`config.mk`:
```
export PLATFORM = sky130hd
export DESIGN_NAME = burst_regwin
export DESIGN_NICKNAME = d
export VERILOG_FILES = /design/src/rtl/burst_regwin_pkg.sv /design/src/rtl/burst_seq.sv /design/src/rtl/burst_dec.sv /design/src/rtl/burst_regbank.sv /design/src/rtl/burst_regwin.sv
export SDC_FILE = /design/constraint.sdc
export NUM_CORES = 1
export LEC_CHECK = 0
export BUFFER_PORTS_ARGS = -buffer_cell sky130_fd_sc_hd__buf_2
export CAP_MARGIN = 25
export CORE_MARGIN = 8
export CORE_UTILIZATION = 40
export CTS_CLUSTER_SIZE = 28
export DETAILED_ROUTE_END_ITERATION = 12
export GPL_TIMING_DRIVEN = 0
export PLACE_DENSITY = 0.59
export SLEW_MARGIN = 40
export SYNTH_ARGS = -nofsm -noshare
export SYNTH_HDL_FRONTEND = slang
export SYNTH_SLANG_ARGS = --single-unit
```
`constraint.sdc`:
```
create_clock -name clk -period 4.8 [get_ports clk]
set_clock_uncertainty 0.15 [all_clocks]
set_input_delay 0.96 -clock clk [delete_from_list [all_inputs] [get_ports clk]]
set_output_delay 0.96 -clock clk [all_outputs]
set_load 0.01 [all_outputs]
```
`src/rtl/burst_regwin_pkg.sv`:
```
package burst_regwin_pkg;
  localparam int unsigned FIELD_W = 5;

  typedef struct packed {
    logic [FIELD_W-1:0] len;
    logic [FIELD_W-1:0] base;
  } win_cfg_t;

  function automatic logic [15:0] cfg_to_word(win_cfg_t c);
    return {3'b000, c.len, 3'b000, c.base};
  endfunction
endpackage

```
`src/rtl/burst_seq.sv`:
```
module burst_seq
  import burst_regwin_pkg::*;
(
  input  logic               clk,
  input  logic               rst,
  input  logic               cfg_wr,
  input  logic [FIELD_W-1:0] cfg_len,
  input  logic               win_acc,
  input  logic               upd_evt,
  input  logic               upd_en,
  output logic [FIELD_W-1:0] idx,
  output logic               active
);
  always_ff @(posedge clk) begin
    if (rst) begin
      idx    <= '0;
      active <= 1'b0;
    end else if (cfg_wr) begin
      idx    <= '0;
      active <= 1'b0;
    end else begin
      if (win_acc) begin
        if (idx == cfg_len) begin
          idx    <= '0;
          active <= 1'b0;
        end else begin
          idx <= idx + 1'b1;
        end
      end
      if (upd_evt && upd_en && !active) begin
        active <= 1'b1;
        idx    <= '0;
      end
    end
  end

  assert_idx_bound_R5: assert property (@(posedge clk) disable iff (rst)
    idx <= cfg_len);
  assert_req_hold_R7: assert property (@(posedge clk) disable iff (rst)
    active && !win_acc && !cfg_wr |=> active);
  assert_last_beat_R7: assert property (@(posedge clk) disable iff (rst)
    active && win_acc && !cfg_wr && (idx == cfg_len) |=> !active && (idx == '0));
  assert_abort_R9: assert property (@(posedge clk) disable iff (rst)
    cfg_wr |=> !active && (idx == '0));
  assert_start_gate_R6: assert property (@(posedge clk) disable iff (rst)
    $rose(active) |-> $past(upd_evt && upd_en));
  assert_busy_ignore_R11: assert property (@(posedge clk) disable iff (rst)
    active && !win_acc && !cfg_wr |=> $stable(idx));
endmodule

```
`src/rtl/burst_dec.sv`:
```
module burst_dec
  import burst_regwin_pkg::*;
#(
  parameter int unsigned NREG   = 32,
  parameter int unsigned ADDR_W = 8,
  parameter int unsigned EFF_W  = 6
) (
  input  logic [ADDR_W-1:0]  addr,
  input  logic [FIELD_W-1:0] base,
  input  logic [FIELD_W-1:0] idx,
  output logic               is_ctrl,
  output logic               is_win,
  output logic               bank_hit,
  output logic [EFF_W-1:0]   eff_word
);
  localparam int unsigned WORD_W = ADDR_W - 2;
  logic [WORD_W-1:0] word;

  always_comb begin
    word    = addr[ADDR_W-1:2];
    is_ctrl = (int'(word) == NREG);
    is_win  = (int'(word) == NREG + 1);
    if (is_win) eff_word = EFF_W'(base) + EFF_W'(idx);
    else        eff_word = EFF_W'(word);
    bank_hit = (int'(eff_word) < NREG);
  end
endmodule

```
`src/rtl/burst_regbank.sv`:
```
module burst_regbank #(
  parameter int unsigned NREG   = 32,
  parameter int unsigned DATA_W = 16
) (
  input  logic                    clk,
  input  logic                    we,
  input  logic [$clog2(NREG)-1:0] waddr,
  input  logic [DATA_W-1:0]       wdata,
  input  logic [$clog2(NREG)-1:0] raddr,
  output logic [DATA_W-1:0]       rdata
);
  logic [DATA_W-1:0] mem [NREG];

  always_ff @(posedge clk) begin
    if (we) mem[waddr] <= wdata;
    rdata <= mem[raddr];
  end
endmodule

```
`src/rtl/burst_regwin.sv`:
```
module burst_regwin
  import burst_regwin_pkg::*;
#(
  parameter int unsigned NREG    = 32,
  parameter int unsigned DATA_W  = 16,
  parameter int unsigned ADDR_W  = 8,
  parameter int unsigned MAX_LEN = 17
) (
  input  logic              clk,
  input  logic              rst,
  input  logic              bus_en,
  input  logic              bus_we,
  input  logic [ADDR_W-1:0] bus_addr,
  input  logic [DATA_W-1:0] bus_wdata,
  output logic [DATA_W-1:0] bus_rdata,
  input  logic              upd_evt,
  input  logic              upd_dma_en,
  output logic              dma_req
);
  localparam int unsigned RIDX_W = $clog2(NREG);
  localparam int unsigned EFF_W  = (ADDR_W - 2 > FIELD_W + 1) ? ADDR_W - 2 : FIELD_W + 1;

  win_cfg_t           cfg;
  logic [FIELD_W-1:0] idx;
  logic               is_ctrl, is_win, bank_hit;
  logic [EFF_W-1:0]   eff_word;
  logic               cfg_wr, win_acc, bank_we;
  logic [FIELD_W-1:0] len_in;
  logic [DATA_W-1:0]  mem_rdata;
  logic               rd_bank_q, rd_ctrl_q;
  logic [15:0]        ctrl_q;

  burst_dec #(.NREG(NREG), .ADDR_W(ADDR_W), .EFF_W(EFF_W)) u_dec (
    .addr(bus_addr), .base(cfg.base), .idx(idx),
    .is_ctrl(is_ctrl), .is_win(is_win), .bank_hit(bank_hit), .eff_word(eff_word)
  );

  assign cfg_wr  = bus_en && bus_we && is_ctrl;
  assign win_acc = bus_en && is_win;
  assign bank_we = bus_en && bus_we && bank_hit && !is_ctrl;
  assign len_in  = (int'(bus_wdata[12:8]) > MAX_LEN) ? FIELD_W'(MAX_LEN) : bus_wdata[12:8];

  always_ff @(posedge clk) begin
    if (rst) begin
      cfg <= '0;
    end else if (cfg_wr) begin
      cfg.len  <= len_in;
      cfg.base <= bus_wdata[4:0];
    end
  end

  burst_seq u_seq (
    .clk(clk), .rst(rst), .cfg_wr(cfg_wr), .cfg_len(cfg.len), .win_acc(win_acc),
    .upd_evt(upd_evt), .upd_en(upd_dma_en), .idx(idx), .active(dma_req)
  );

  burst_regbank #(.NREG(NREG), .DATA_W(DATA_W)) u_bank (
    .clk(clk), .we(bank_we), .waddr(eff_word[RIDX_W-1:0]), .wdata(bus_wdata),
    .raddr(eff_word[RIDX_W-1:0]), .rdata(mem_rdata)
  );

  always_ff @(posedge clk) begin
    if (rst) begin
      rd_bank_q <= 1'b0;
      rd_ctrl_q <= 1'b0;
      ctrl_q    <= '0;
    end else begin
      rd_bank_q <= bus_en && !bus_we && bank_hit && !is_ctrl;
      rd_ctrl_q <= bus_en && !bus_we && is_ctrl;
      ctrl_q    <= cfg_to_word(cfg);
    end
  end

  always_comb begin
    if (rd_bank_q)      bus_rdata = mem_rdata;
    else if (rd_ctrl_q) bus_rdata = DATA_W'(ctrl_q);
    else                bus_rdata = '0;
  end

  assert_len_cap_R3: assert property (@(posedge clk) disable iff (rst)
    int'(cfg.len) <= MAX_LEN);
  assert_ctrl_rsvd_R2: assert property (@(posedge clk) disable iff (rst)
    rd_ctrl_q |-> (bus_rdata[15:13] == 3'b000) && (bus_rdata[7:5] == 3'b000));
endmodule

```
==> summary.txt <==
Clocking
  – CTS buffer count: 55
  – Number of hold buffers added after CTS: 0
  – Post-CTS resize count: 0
  – Post-CTS setup buffers: 0
  – Clock Sink Count: 556
  – CTS Buffer Depth: 3
  – Reg clk slew, reported paths: 0.06 ns
  – Worst-skew pair later-pin latency: 0.62 ns
  – Root buffer cell: clkbuf_16
  – Htree depth: 2
  – CTS tree: done

Finish
  – Layout Utilization: 46.2%
  – Share of layout cells above drive strength 1: 24.9%
  – Layout Nets: 1,243
  – Number of inserted diodes: 0
  – Area Growth Syn to Fin: 14.6%
  – # fillers: 4,534
  – Final instance area: 24,700 um2
  – Highest-count cells in the layout ignoring fill and taps: edfxtp_1, mux4_2, nand2_1, clkbuf_16, buf_2
  – Cell Count, Final, Fillers Out: 1,948
  – Leading cell type in the layout, fill and taps excluded: edfxtp_1

Yosys
  – Yosys top cell area share: 71.2%
  – Yosys warns: 0
  – Seq cells post-synth: 556
  – Mapped Nets: 1,138
  – Ys flop type: edfxtp_1
  – FFs w/ async S/R, synth: 0%
  – Post-synthesis cell count: 1,101
  – Dominant cells by area after synthesis: edfxtp_1, mux4_2, dfxtp_1
  – Netlist cell types: 55
  – Sequential element share of the synthesized area: 75.3%
  – Synth area leader: edfxtp_1
  – Avg Inst Size Synth: 19.6 um2
  – Mapped Area: 21,600 um2
  – Number of synthesized flops with an enable pin: 512

Run
  – Max_cap viols: 0

STA
  – Final-report setup violation count: 0
  – RSZ-0062 raised after global routing: no
  – Slew headroom: 42.8%
  – Tmin final: 4.45 ns
  – Final period utilization: 92.6%
  – Max-slew violations: 0
  – Fin. Hold Viols: 0
  – Setup TNS: 0 ns
  – Fmax: 225 MHz
  – Worst-Margin Slew: 0.858 ns

Place
  – Placed cell count: 1,845
  – DP Area: 23,000 um2
  – RePlAce Congestion: 0.972
  – Post-DP HPWL: 35,200 um
  – I/O Buffers: 44

Critical path
  – Arrival @ worst endpoint: 4.71 ns
  – CP Launch Type: flip-flop
  – Slowest stage delay, CP: 0.63 ns
  – Most frequent CP cell: buf_2
  – Crit Path Category: reg2reg
  – Worst EP required: 5.06 ns
  – CP Cell Sequence: ha_1 > fa_1 > and2_0 > clkbuf_1 > a21o_1 > buf_2 > buf_1 > buf_2 > mux4_2 > a22oi_1 > nand4_1
  – CP endpoint kind: flip-flop
  – Slowest CP cell: buf_1
  – Critical Path Fanout Max: 10

Drt
  – Avg Vias per Cell: 5.72
  – Drt first pass iters: 5
  – DRT antenna net count: 0
  – Starting DRT DRC Count: 1,033
  – Per-cell routed wire length: 28.1 um
  – WL final: 54,800 um
  – DR vias: 11,100
  – DRC viols: 0

Die
  – DIE AREA: 61,700 um2
  – Die width: 248 um
  – Initial Util: 40.3%
  – Core area: 53,600 um2
  – Die H: 248 um
  – Cell Rows: 85
  – I/O Pins: 47

Power
  – Worst VDD drop: 263 uV
  – Total power draw: 9.98 mW
  – Clk pwr share: 41.5%
  – Switching share of power: 21.5%
  – P_sw: 2.14 mW
  – Comb power frac: 5.2%
  – Int Power: 7.84 mW
  – Sequential power share: 53.3%
  – P per Cell Area: 403 nW/um2
  – P_leak: 7.88 nW

Global route
  – Total GRT Usage: 17.8%
  – Grt ovf: 0
  – Vias in the first global route: 11,100
  – First-pass GRT wire length: 78,200 um
  – Initial antenna violation count: 1
  – Pin count of the biggest net entering global routing: 38

Hold path
  – Hold crit path type: reg2reg

Outcome
  – Status: complete, no violations
[critical path, delay by kind of cell (launching register included)]
kind	cells	cell delay [ns]
flops	1	0.37
compound gates	2	0.61
mux	1	0.39
fa+ha+maj	2	0.74
simple gates	2	0.40
buf+inv	4	1.59
[Yosys cell counts, drive strengths merged (5+ instances only)]
cell and instances:
and3 5, nor2 42, dfxtp 44, nor3 10, a22oi 22, edfxtp 512, clkbuf 27, buf 33
a21oi 19, nand4 16, xor2 7, and4 5, and2 7, nand3 25, o211ai 11, inv 5
a211oi 14, a21o 17, mux4 114, ha 6, or2 11, nand2 57, a22o 9, nor2b 12
mux2i 31
[power groups by stage]
stage / combinational [mW] / sequential, mW / clock (mW)
6_report: 0.514 / 5.32 / 4.14
4_1_cts: 0.516 / 5.32 / 4.22
3_3_place_gp: 0.495 / 5.43 / 0
2_1_floorplan: 0.261 / 5.42 / 0
3_5_place_dp: 0.515 / 5.43 / 0
5_1_grt: 0.541 / 5.32 / 4.38
[state kept, by name (all words and copies together), names as in the netlist]
name,flops
ctrl_q,10
u_seq.idx,5
u_bank.mem,512
rd_ctrl_q,1
cfg,10
u_bank.rdata,16
rd_bank_q,1
u_seq.active,1
[kinds of logic (layout without fill, tap and decap cells)]
| kind of cell | Yosys count | after routing | synth area share, % |
|---|---|---|---|
| AOI/OAI and AO/OA | 115 | 115 | 3.93 |
| xor gates and xnor gates | 10 | 10 | 0.406 |
| adders and majority gates | 7 | 7 | 0.440 |
| buffers and inverters | 65 | 216 | 1.75 |
| DFF | 556 | 556 | 75.3 |
| muxes | 145 | 145 | 13.5 |
| and+or+nand+nor | 203 | 203 | 4.72 |
[area by class of cell]
cell class                 count  area (um2)  share of cell area, %
clock inverter                24         208                  0.839
timing repair buffer          48         288                   1.16
clock buffer                  79        1510                   6.11
sequential                   556       16300                   65.7
buffer                        60         363                   1.47
inverter                       5        18.8                 0.0758
multi-input combinational    480        5230                   21.1
tap                          696         871                   3.52
[routing by layer]
metal | vias to the layer above | GRT usage, % | wire, um
met2 | 446 | 27.8 | 25400
met4 | 2 | 7.65 | 2250
met5 | - | 0 | 13
met1 | 5845 | 24.6 | 23300
met3 | 103 | 3.04 | 3830
li1 | 4742 | - | -
[final timing paths]
kind	startpoint	to	cells past startpoint	slack (ns)
max	u_seq.idx[0]	u_bank.rdata[4]	11	0.35
max reg2reg	u_seq.idx[0]	u_bank.rdata[4]	11	0.35
min	cfg[0]	cfg[0]	2	0.33
min reg2reg	cfg[0]	cfg[0]	2	0.33
[stage by stage]
step           hold slack (ns)  worst slack [ns]
2_1_floorplan            0.299             0.776
3_3_place_gp             0.319             -1.07
3_5_place_dp             0.321           -0.0741
4_1_cts                  0.329             0.354
5_1_grt                  0.340             0.188
6_report                 0.327             0.354
Power figures use the tool's default switching activity.
